### src/rtl/i2c_tgt_pkg.sv
package i2c_tgt_pkg;

    localparam int SUB_W  = 16;
    localparam int BYTE_W = 8;

    typedef enum logic [2:0] {
        ST_IDLE,
        ST_RX,
        ST_ACK_SETUP,
        ST_ACK,
        ST_TX,
        ST_TX_DONE,
        ST_MACK,
        ST_MACK_END
    } ctl_state_e;

    typedef enum logic [1:0] {
        PH_DEV,
        PH_SUBH,
        PH_SUBL,
        PH_DATA
    } rx_phase_e;

    // Line events seen in the system-clock domain
    typedef struct packed {
        logic sda;
        logic scl_rise;
        logic scl_fall;
        logic start;
        logic stop;
    } line_evt_t;

    function automatic logic in_window(input logic [SUB_W-1:0] a,
                                       input logic [SUB_W-1:0] lo,
                                       input logic [SUB_W-1:0] hi);
        return (a >= lo) && (a <= hi);
    endfunction

    function automatic logic [SUB_W-1:0] sat_inc(input logic [SUB_W-1:0] a,
                                                 input logic [SUB_W-1:0] hi);
        return (a < hi) ? a + 1'b1 : a;
    endfunction

endpackage

### src/rtl/i2c_line_sync.sv
module i2c_line_sync
    import i2c_tgt_pkg::*;
#(
    parameter int STAGES = 2
) (
    input  logic      clk,
    input  logic      rst,
    input  logic      scl_i,
    input  logic      sda_i,
    output line_evt_t evt
);

    logic [STAGES-1:0] scl_pipe, sda_pipe;
    logic              scl_q, sda_q;
    logic              scl_s, sda_s;

    assign scl_s = scl_pipe[STAGES-1];
    assign sda_s = sda_pipe[STAGES-1];

    always_ff @(posedge clk) begin
        if (rst) begin
            scl_pipe <= '1;
            sda_pipe <= '1;
            scl_q    <= 1'b1;
            sda_q    <= 1'b1;
        end else begin
            scl_pipe <= {scl_pipe[STAGES-2:0], scl_i};
            sda_pipe <= {sda_pipe[STAGES-2:0], sda_i};
            scl_q    <= scl_s;
            sda_q    <= sda_s;
        end
    end

    always_comb begin
        evt.sda      = sda_s;
        evt.scl_rise = scl_s & ~scl_q;
        evt.scl_fall = ~scl_s & scl_q;
        evt.start    = scl_s & scl_q & sda_q & ~sda_s;
        evt.stop     = scl_s & scl_q & ~sda_q & sda_s;
    end

endmodule

### src/rtl/i2c_target_ctrl.sv
module i2c_target_ctrl
    import i2c_tgt_pkg::*;
#(
    parameter logic [4:0]       DEV_HI = 5'b01110,
    parameter logic [SUB_W-1:0] SUB_LO = 16'h4000,
    parameter logic [SUB_W-1:0] SUB_HI = 16'h40FF
) (
    input  logic              clk,
    input  logic              rst,
    input  line_evt_t         evt,
    input  logic [1:0]        strap,
    output logic              sda_oe,
    output logic [SUB_W-1:0]  reg_addr,
    output logic [BYTE_W-1:0] reg_wdata,
    output logic              reg_we,
    input  logic [BYTE_W-1:0] reg_rdata
);

    ctl_state_e        state;
    rx_phase_e         phase;
    logic [2:0]        bit_cnt;
    logic [BYTE_W-1:0] shreg;
    logic [BYTE_W-1:0] subh_q;
    logic [SUB_W-1:0]  ptr_q;
    logic              ack_q, rw_q, past_top, oe_q, we_q;
    logic [BYTE_W-1:0] wdata_q;
    logic [BYTE_W-1:0] byte_in;

    assign byte_in   = {shreg[BYTE_W-2:0], evt.sda};
    assign sda_oe    = oe_q;
    assign reg_addr  = ptr_q;
    assign reg_wdata = wdata_q;
    assign reg_we    = we_q;

    always_ff @(posedge clk) begin
        if (rst) begin
            state    <= ST_IDLE;
            phase    <= PH_DEV;
            bit_cnt  <= '0;
            shreg    <= '0;
            subh_q   <= '0;
            ptr_q    <= SUB_LO;
            ack_q    <= 1'b0;
            rw_q     <= 1'b0;
            past_top <= 1'b0;
            oe_q     <= 1'b0;
            we_q     <= 1'b0;
            wdata_q  <= '0;
        end else begin
            we_q <= 1'b0;
            if (evt.start) begin
                state   <= ST_RX;
                phase   <= PH_DEV;
                bit_cnt <= '0;
                oe_q    <= 1'b0;
            end else if (evt.stop) begin
                state <= ST_IDLE;
                oe_q  <= 1'b0;
            end else begin
                unique case (state)
                    ST_RX: if (evt.scl_rise) begin
                        shreg   <= byte_in;
                        bit_cnt <= bit_cnt + 3'd1;
                        if (bit_cnt == 3'd7) begin
                            state <= ST_ACK_SETUP;
                            unique case (phase)
                                PH_DEV: begin
                                    ack_q <= (byte_in[7:1] == {DEV_HI, strap});
                                    rw_q  <= byte_in[0];
                                end
                                PH_SUBH: begin
                                    ack_q  <= 1'b1;
                                    subh_q <= byte_in;
                                end
                                PH_SUBL: begin
                                    ack_q <= in_window({subh_q, byte_in}, SUB_LO, SUB_HI);
                                    if (in_window({subh_q, byte_in}, SUB_LO, SUB_HI)) begin
                                        ptr_q    <= {subh_q, byte_in};
                                        past_top <= 1'b0;
                                    end
                                end
                                PH_DATA: begin
                                    ack_q   <= ~past_top;
                                    we_q    <= ~past_top;
                                    wdata_q <= byte_in;
                                end
                            endcase
                        end
                    end
                    ST_ACK_SETUP: if (evt.scl_fall) begin
                        if (ack_q) begin
                            oe_q  <= 1'b1;
                            state <= ST_ACK;
                        end else begin
                            state <= ST_IDLE;
                        end
                    end
                    ST_ACK: if (evt.scl_fall) begin
                        oe_q    <= 1'b0;
                        bit_cnt <= '0;
                        state   <= ST_RX;
                        unique case (phase)
                            PH_DEV: begin
                                if (rw_q) begin
                                    shreg <= reg_rdata;
                                    oe_q  <= ~reg_rdata[BYTE_W-1];
                                    state <= ST_TX;
                                end else begin
                                    phase <= PH_SUBH;
                                end
                            end
                            PH_SUBH: phase <= PH_SUBL;
                            PH_SUBL: phase <= PH_DATA;
                            PH_DATA: begin
                                if (ptr_q == SUB_HI) past_top <= 1'b1;
                                else                 ptr_q    <= ptr_q + 1'b1;
                            end
                        endcase
                    end
                    ST_TX: begin
                        if (evt.scl_rise) begin
                            bit_cnt <= bit_cnt + 3'd1;
                            if (bit_cnt == 3'd7) state <= ST_TX_DONE;
                        end else if (evt.scl_fall) begin
                            shreg <= {shreg[BYTE_W-2:0], 1'b0};
                            oe_q  <= ~shreg[BYTE_W-2];
                        end
                    end
                    ST_TX_DONE: if (evt.scl_fall) begin
                        oe_q  <= 1'b0;
                        state <= ST_MACK;
                    end
                    ST_MACK: if (evt.scl_rise) begin
                        if (!evt.sda) begin
                            ptr_q <= sat_inc(ptr_q, SUB_HI);
                            state <= ST_MACK_END;
                        end else begin
                            state <= ST_IDLE;
                        end
                    end
                    ST_MACK_END: if (evt.scl_fall) begin
                        shreg   <= reg_rdata;
                        oe_q    <= ~reg_rdata[BYTE_W-1];
                        bit_cnt <= '0;
                        state   <= ST_TX;
                    end
                    default: ;
                endcase
            end
        end
    end

    // the enable moves only in the cycle after a falling SCL edge or a bus condition
    a_r10_oe_after_fall: assert property (@(posedge clk) disable iff (rst)
        !$stable(oe_q) |-> ($past(evt.scl_fall) || $past(evt.start) || $past(evt.stop)));

    // the write strobe lasts a single system cycle
    a_r2_we_single_cycle: assert property (@(posedge clk) disable iff (rst)
        reg_we |=> !reg_we);

    // the register address never leaves the implemented window
    a_r7_addr_in_window: assert property (@(posedge clk) disable iff (rst)
        in_window(reg_addr, SUB_LO, SUB_HI));

    // a STOP releases the data line
    a_r9_stop_releases: assert property (@(posedge clk) disable iff (rst)
        evt.stop |=> !sda_oe);

    // no strobe once the pointer has run past the top
    a_r5_no_write_past_top: assert property (@(posedge clk) disable iff (rst)
        reg_we |-> !$past(past_top));

endmodule

### src/rtl/i2c_regbank_target.sv
module i2c_regbank_target
    import i2c_tgt_pkg::*;
#(
    parameter logic [4:0]       DEV_HI      = 5'b01110,
    parameter logic [SUB_W-1:0] SUB_LO      = 16'h4000,
    parameter logic [SUB_W-1:0] SUB_HI      = 16'h40FF,
    parameter int               SYNC_STAGES = 2
) (
    input  logic              clk,
    input  logic              rst,
    input  logic              scl_i,
    input  logic              sda_i,
    input  logic [1:0]        strap_i,
    output logic              sda_oe_o,
    output logic [SUB_W-1:0]  reg_addr_o,
    output logic [BYTE_W-1:0] reg_wdata_o,
    output logic              reg_we_o,
    input  logic [BYTE_W-1:0] reg_rdata_i
);

    line_evt_t evt;

    i2c_line_sync #(
        .STAGES (SYNC_STAGES)
    ) u_sync (
        .clk   (clk),
        .rst   (rst),
        .scl_i (scl_i),
        .sda_i (sda_i),
        .evt   (evt)
    );

    i2c_target_ctrl #(
        .DEV_HI (DEV_HI),
        .SUB_LO (SUB_LO),
        .SUB_HI (SUB_HI)
    ) u_ctrl (
        .clk       (clk),
        .rst       (rst),
        .evt       (evt),
        .strap     (strap_i),
        .sda_oe    (sda_oe_o),
        .reg_addr  (reg_addr_o),
        .reg_wdata (reg_wdata_o),
        .reg_we    (reg_we_o),
        .reg_rdata (reg_rdata_i)
    );

endmodule

### config.mk
export PLATFORM = sky130hd
export DESIGN_NAME = i2c_regbank_target
export DESIGN_NICKNAME = d
export VERILOG_FILES = /design/src/rtl/i2c_tgt_pkg.sv /design/src/rtl/i2c_line_sync.sv /design/src/rtl/i2c_target_ctrl.sv /design/src/rtl/i2c_regbank_target.sv
export SDC_FILE = /design/constraint.sdc
export NUM_CORES = 1
export LEC_CHECK = 0
export BUFFER_PORTS_ARGS = -buffer_cell sky130_fd_sc_hd__buf_2
export CELL_PAD_IN_SITES_DETAIL_PLACEMENT = 1
export CELL_PAD_IN_SITES_GLOBAL_PLACEMENT = 2
export CORE_ASPECT_RATIO = 1.4
export CORE_UTILIZATION = 37
export DETAILED_ROUTE_END_ITERATION = 10
export GPL_ROUTABILITY_DRIVEN = 0
export PLACE_DENSITY = 0.82
export SYNTH_ARGS = -nofsm -noshare
export SYNTH_HDL_FRONTEND = slang
export SYNTH_SLANG_ARGS = --single-unit
### constraint.sdc
create_clock -name clk -period 3.1 [get_ports clk]
set_input_delay 0.31 -clock clk [delete_from_list [all_inputs] [get_ports clk]]
set_output_delay 0.31 -clock clk [all_outputs]
set_load 0.01 [all_outputs]
==> out/qor.csv, run 1 <==
metric,value,unit
Cell Rows,39,
Cell variety after synth,61,
GRT Util Overall,24.55,%
top sig layer,met4,
Synth Warn #,0,
Hold Buf Count CTS,0,
CP arrival,2.71,ns
pre-CTS setup slack,0.5681,ns
combinational share of power,4.7,%
Worst-Margin Slew,1.099,ns
io pins,40,
H-tree depth,3,
placed instance area,3490,µm²
Rel. slew slack,26.75,%
unrepaired setup endpoints after global routing,no,
CP Launch Type,flip-flop,
Worst Path Max Fanout,9,
Die Width,80.35,µm
router iterations before antenna repair,4,
Period minus WS final,2.494,ns
number of global-route vias before repair,3200,
Post-Route WL,10100,µm
Post-CTS Resized,0,
hold slack,0.1673,ns
Hold Path End,u_sync.scl_pipe[0],
fin area,3795,µm²
grt ovf,0,
ant diodes,0,
Die H,111.7,µm
fmax,400.9,MHz
CTS Root Cell,clkbuf_16,
share of synthesized registers carrying an async set or reset,0,%
Net Sw Frac,22.13,%
Final setup viols,0,
P_sw,418.9,µW
worst min-delay path category,in -> reg,
number of synthesized flops with an enable pin,0,
r2r setup slk,0.61,ns
Pint,1.474,mW
Crit Reg-Reg Startpoint,u_ctrl.subh_q[0],
layout cells sized above 1,19.86,%
total negative slack,0,ns
final hold vios,0,
Netlist Area Pre-Place,3179,µm²
Leak,1.358,nW
main flop type after synthesis,dfxtp_1,
FF-to-FF End,u_ctrl.reg_addr[0],
CTS tree,done,
WS Path Type,reg -> reg,
average cell area after synthesis,8.069,µm²
status,"finished, final reports clean",
Worst-path clk slew,0.05,ns
TritonCTS Sinks,58,
part of the power in registers,41.2,%
Clock power frac,54.1,%
Final period util,80.46,%
initial antenna violation count,0,
final setup margin,0.6058,ns
Power Density,498.8,nW/µm²
Post-DRT Antenna Nets,0,
area grow syn2layout,19.36,%
maxcap violations,0,
CTS Buffer Depth,2,
Setup Buffers After CTS,0,
Vias,3199,
Max rail drop VDD,333.7,µV
WL met3,322,µm
total core area,8247,µm²
sequential-to-total area share from yosys stat,36.52,%
first-pass GRT wire length,16630,µm
die area,8973,µm²
CP Data Required Time,3.32,ns
r2r worst-path depth,5,
Num CTS Buffers,9,
Total Nets Final,452,
Avg WL per Cell,18.87,µm
largest net degree at the start of global routing,47,
Via density,5.979,
Worst-Skew Late Latency,0.33,ns
pins over their slew limit,0,
post-synthesis register bit count,58,
met1 wire length,4392,µm
Hold Path Depth,2,
drc violations,0,
IO Port Bufs,39,
WL met2,5089,µm
element type at the critical path end,flip-flop,
"Power, Total",1.893,mW
initial core utilization,38.55,%
DRT iter0 DRCs,125,
Clock Skew,0.004671,ns
syn_nets,417,
dpl hpwl,7294,µm
Post-Synthesis Cells,394,
hold path start,scl_i,
[layer usage]
metal	up-vias	track usage, %
met5	-	0
li1	1539	-
met3	18	4.918
met1	1570	29.95
met2	72	40.68
met4	0	11.31
[cells by family (layout without fill, tap and decap cells)]
logic type | Yosys count | after routing | synth area share, %
and+or+nand+nor | 168 | 168 | 27.55
AOI/OAI and AO/OA | 112 | 112 | 24.79
DFF | 58 | 58 | 36.52
buffers and inverters | 37 | 76 | 4.526
adders and majority gates | 9 | 9 | 3.542
muxes | 7 | 7 | 2.243
xor gates and xnor gates | 3 | 3 | 0.8266
[placed cells by master, fill, tap and decap left out, types with 3 or more instances in the layout]
| master | count |
|---|---|
| nand2_1 | 53 |
| and2_1 | 3 |
| clkbuf_8 | 3 |
| o21ai_0 | 12 |
| a211oi_1 | 8 |
| inv_1 | 10 |
| a21oi_1 | 32 |
| nand4_1 | 3 |
| o32ai_1 | 4 |
| or2_2 | 7 |
| nor2b_1 | 4 |
| mux2i_1 | 6 |
| o21a_1 | 3 |
| buf_4 | 12 |
| buf_2 | 39 |
| nor2_1 | 22 |
| nand2b_1 | 4 |
| xnor2_1 | 3 |
| a31oi_1 | 9 |
| nor3_1 | 6 |
| nor4_1 | 4 |
| a32o_1 | 4 |
| a311oi_1 | 11 |
| and3_1 | 3 |
| dfxtp_1 | 58 |
| o31ai_1 | 4 |
| nand3_1 | 34 |
| clkbuf_16 | 9 |
| ha_1 | 9 |
| o311ai_0 | 4 |
| or3_1 | 7 |
[worst max-delay path: stages (launching register included)]
cell and delay (ns):
dfxtp_1 0.33, nor4_2 0.38, a2111oi_0 0.24, nor4_2 0.88, nand2_2 0.21, a32o_1 0.33
[state kept, by name, indices dropped and copies added (netlist names)]
name,flops
u_ctrl.reg_wdata,8
u_ctrl.sda_oe,1
u_ctrl.shreg,7
u_ctrl.state,3
u_ctrl.past_top,1
u_sync.scl_q,1
u_ctrl.phase,2
u_sync.sda_pipe,2
u_sync.scl_pipe,2
u_sync.sda_q,1
u_ctrl.subh_q,8
u_ctrl.reg_addr,16
u_ctrl.reg_we,1
u_ctrl.rw_q,1
u_ctrl.ack_q,1
u_ctrl.bit_cnt,3
[cell type report]
| class | count | area (µm²) |
|---|---|---|
| well taps | 102 | 127.6 |
| inverters | 10 | 37.54 |
| repair buffers | 51 | 285.3 |
| fillers | 1026 | 4452 |
| clock buffers | 13 | 270.3 |
| flip-flops and latches | 58 | 1161 |
| clock inverters | 2 | 35.03 |
| multi-input cells | 299 | 1878 |
[synth_stat cells, types with 4 or more instances]
library cell  number  share of area [%]
a211oi_1           8                1.9
a21oi_1           32                5.0
a311oi_1          11                3.0
a31oi_1            9                1.8
a32o_1             4                1.3
buf_2              4               0.63
clkbuf_1          21                2.5
dfxtp_1           58                 37
ha_1               9                3.5
inv_1             10                1.2
mux2i_1            6                1.9
nand2_1           53                6.3
nand2b_1           4               0.79
nand3_1           34                5.4
nor2_1            22                2.6
nor2b_1            4               0.79
nor3_1             6               0.94
nor4_1             4               0.79
o21ai_0           12                1.9
o311ai_0           4                1.1
o31ai_1            4               0.94
o32ai_1            4                1.1
or2_2              7                1.4
or3_1              7                1.4
[power groups by stage]
stage / combinational [mW] / sequential (mW) / clock [mW]
2_1_floorplan: 0.0616 / 0.784 / 0
3_3_place_gp: 0.0886 / 0.795 / 0
3_5_place_dp: 0.0900 / 0.795 / 0
4_1_cts: 0.0902 / 0.779 / 1.04
5_1_grt: 0.100 / 0.781 / 1.08
6_report: 0.0894 / 0.780 / 1.02
[metrics by stage]
step,util [%],instances
after floorplan,-,394
after global placement,42.32,520
after detailed placement,42.32,520
after CTS,46.02,535
after global routing,46.02,535
final,46.02,535
[worst max-delay path by stage]
stage                              from            endpoint  slack [ns]  depth (start not counted)
floorplan           u_ctrl.reg_addr[11]  u_ctrl.reg_addr[2]        0.96                          5
global placement        u_ctrl.state[0]  u_ctrl.reg_addr[0]        0.63                          5
detailed placement     u_ctrl.subh_q[0]  u_ctrl.reg_addr[0]        0.57                          5
CTS                    u_ctrl.subh_q[0]  u_ctrl.reg_addr[0]        0.56                          5
global route           u_ctrl.subh_q[0]  u_ctrl.reg_addr[4]        0.32                          5
finish                 u_ctrl.subh_q[0]  u_ctrl.reg_addr[0]        0.61                          5
No activity file was read; power rests on OpenSTA's default activity.
==> run 2: changes to the inputs <==
--- a/config.mk
+++ b/config.mk
@@ -9,10 +9,10 @@
 export CELL_PAD_IN_SITES_DETAIL_PLACEMENT = 1
 export CELL_PAD_IN_SITES_GLOBAL_PLACEMENT = 2
 export CORE_ASPECT_RATIO = 1.4
-export CORE_UTILIZATION = 37
+export CORE_UTILIZATION = 31
 export DETAILED_ROUTE_END_ITERATION = 10
 export GPL_ROUTABILITY_DRIVEN = 0
-export PLACE_DENSITY = 0.82
+export PLACE_DENSITY = 0.73
 export SYNTH_ARGS = -nofsm -noshare
 export SYNTH_HDL_FRONTEND = slang
 export SYNTH_SLANG_ARGS = --single-unit
==> constraint.sdc (replaced) <==
create_clock -name clk -period 2 [get_ports clk]
set_input_delay 0.2 -clock clk [delete_from_list [all_inputs] [get_ports clk]]
set_output_delay 0.2 -clock clk [all_outputs]
set_load 0.01 [all_outputs]
==> run 2 against run 1 <==
  * The flow now finishes with violations (negative setup slack)
  * Flip-flop and latch count unchanged
  * Clock power up 65%
  * Sequential power up 54%
  * Maximum frequency up 17%
  * Largest cell class unchanged
  * Highest routed layer unchanged
==> out/qor.csv, run 2 (synthesis gave the netlist of run 1 again) <==
metric,value,unit,change
Die Width,87.59,µm,was 80.35 µm
Worst-Margin Slew,0.5939,ns,was 1.099 ns
pre-CTS setup slack,-0.2307,ns,was 0.5681 ns
dpl hpwl,8350,µm,was 7294 µm
FILL cells,1214,,was 1026
final hold vios,0,,unchanged
ant diodes,0,,unchanged
io pins,40,,unchanged
TritonCTS Sinks,58,,unchanged
largest net degree at the start of global routing,39,,was 47
first-pass GRT wire length,18350,µm,was 16630 µm
Largest register FFs,16,,unchanged
router iterations before antenna repair,4,,unchanged
Avg WL per Cell,17.81,µm,was 18.87 µm
fmax,470.0,MHz,was 400.9 MHz
CTS tree,done,,unchanged
CP arrival,2.32,ns,was 2.71 ns
final setup margin,-0.1276,ns,was 0.6058 ns
multi-input combinational cell area,2043,µm²,was 1878 µm²
Total Nets Final,527,,was 452
Via density,5.349,,was 5.979
total core area,9953,µm²,was 8247 µm²
"commonest non-fill, non-tap cell in the layout",buf_4,,was dfxtp_1
initial core utilization,31.94,%,was 38.55%
hold slack,0.05617,ns,was 0.1673 ns
Leak,1.777,nW,was 1.358 nW
Clock Skew,0.006348,ns,was 0.004671 ns
DRT iter0 DRCs,101,,was 125
CP Launch Type,flip-flop,,unchanged
Final period util,106.4,%,was 80.46%
Seq. cell area,1166,µm²,was 1161 µm²
Rel. slew slack,59.99,%,was 26.75%
CTS Root Cell,clkbuf_16,,unchanged
area grow syn2layout,44.94,%,was 19.36%
Max rail drop VDD,351.8,µV,was 333.7 µV
Hold Buf Count CTS,0,,unchanged
Final setup viols,16,,was 0
die area,10670,µm²,was 8973 µm²
most frequent cells in the layout,"buf_4, dfxtp_1, nand2_1, buf_2, nand3_1",,"was dfxtp_1, nand2_1, buf_2, nand3_1, a21oi_1"
drc violations,0,,unchanged
unrepaired setup endpoints after global routing,yes,,was no
WS Path Type,reg -> reg,,unchanged
Post-Route WL,11470,µm,was 10100 µm
"Power, Total",3.080,mW,was 1.893 mW
IO Port Bufs,39,,unchanged
worst min-delay path category,in -> reg,,unchanged
status,"complete, but fails checks",,"was finished, final reports clean"
failing checks,negative setup slack,,
grt ovf,0,,unchanged
Worst-path clk slew,0.05,ns,about the same
CTS Buffer Depth,2,,unchanged
Vias,3445,,was 3199
Cell Rows,43,,was 39
total negative slack,-1.571,ns,was 0 ns
Post-DRT Antenna Nets,0,,unchanged
Layout Utilization,46.30,%,was 46.02%
Num CTS Buffers,9,,unchanged
Worst Path Max Fanout,5,,was 9
number of global-route vias before repair,3642,,was 3200
Period minus WS final,2.128,ns,was 2.494 ns
CP Data Required Time,2.19,ns,was 3.32 ns
Worst-Skew Late Latency,0.33,ns,about the same
layout cells sized above 1,36.74,%,was 19.86%
maxcap violations,0,,unchanged
GRT Util Overall,22.77,%,was 24.55%
pins over their slew limit,0,,unchanged
Power Density,668.5,nW/µm²,was 498.8 nW/µm²
element type at the critical path end,flip-flop,,unchanged
initial antenna violation count,0,,unchanged
Die H,121.8,µm,was 111.7 µm
H-tree depth,3,,unchanged
==> run 2: cell types whose count changed in the layout (fill, tap and decap cells not counted), sizes merged <==
cell,delta
buf,+74
clkbuf,-2
bufinv,+1
clkdlybuf4s15,+1
clkinv,+1
clkinvlp,+1
==> run 2: where the power goes <==
group          switching, mW  internal, mW  leakage, nW
Combinational          0.115        0.0886         1.15
Sequential            0.0239          1.17        0.471
Clock                  0.559          1.12        0.156
Total                  0.698          2.38         1.78
==> run 2: worst paths after layout <==
| path | cells past startpoint | endpoint | start | slack [ns] |
|---|---|---|---|---|
| setup reg to reg | 6 | u_ctrl.reg_addr[11] | u_ctrl.subh_q[3] | -0.13 |
| hold / removal | 2 | u_sync.sda_pipe[0] | sda_i | 0.06 |
| hold reg to reg | 1 | u_sync.sda_pipe[1] | u_sync.sda_pipe[0] | 0.41 |
| setup / recovery | 6 | u_ctrl.reg_addr[11] | u_ctrl.subh_q[3] | -0.13 |
==> run 2: critical path: stages, from the launching register on <==
cell,delay (ns)
dfxtp_2,0.33
nor4_2,0.29
buf_4,0.18
a2111oi_4,0.07
or4_4,0.58
o311ai_0,0.39
o31ai_1,0.14
==> run 2: final cells by class <==
class	instances	area share (%)
Tap cell	135	3.665
Timing Repair Buffer	126	18.92
Multi-Input combinational cell	299	44.34
Clock inverter	5	1.683
Sequential cell	58	25.31
Clock buffer	11	5.267
Inverter	10	0.8146
==> run 2: through the flow <==
stage	cell area [µm²]	instances
floorplan	3191	394
global placement	4080	623
detailed placement	4080	623
CTS	4486	641
global route	4608	644
finish	4608	644
==> run 2: repair_timing <==
| item | CTS | global route |
|---|---|---|
| pin swaps | 6 | 7 |
| setup buffers | 2 | 2 |
| endpoints found under the hold margin | 0 | 0 |
| endpoints found under the setup margin | 33 | 42 |
| cloned | 0 | 1 |
| gates resized for setup | 13 | 18 |
==> run 2: layer usage <==
layer	track usage, %	up-vias	share of wire, %
li1	-	1690	-
met1	25.09	1681	42
met2	42.24	59	53
met3	4.607	15	2.5
met4	8.299	0	1.8
met5	0	-	0
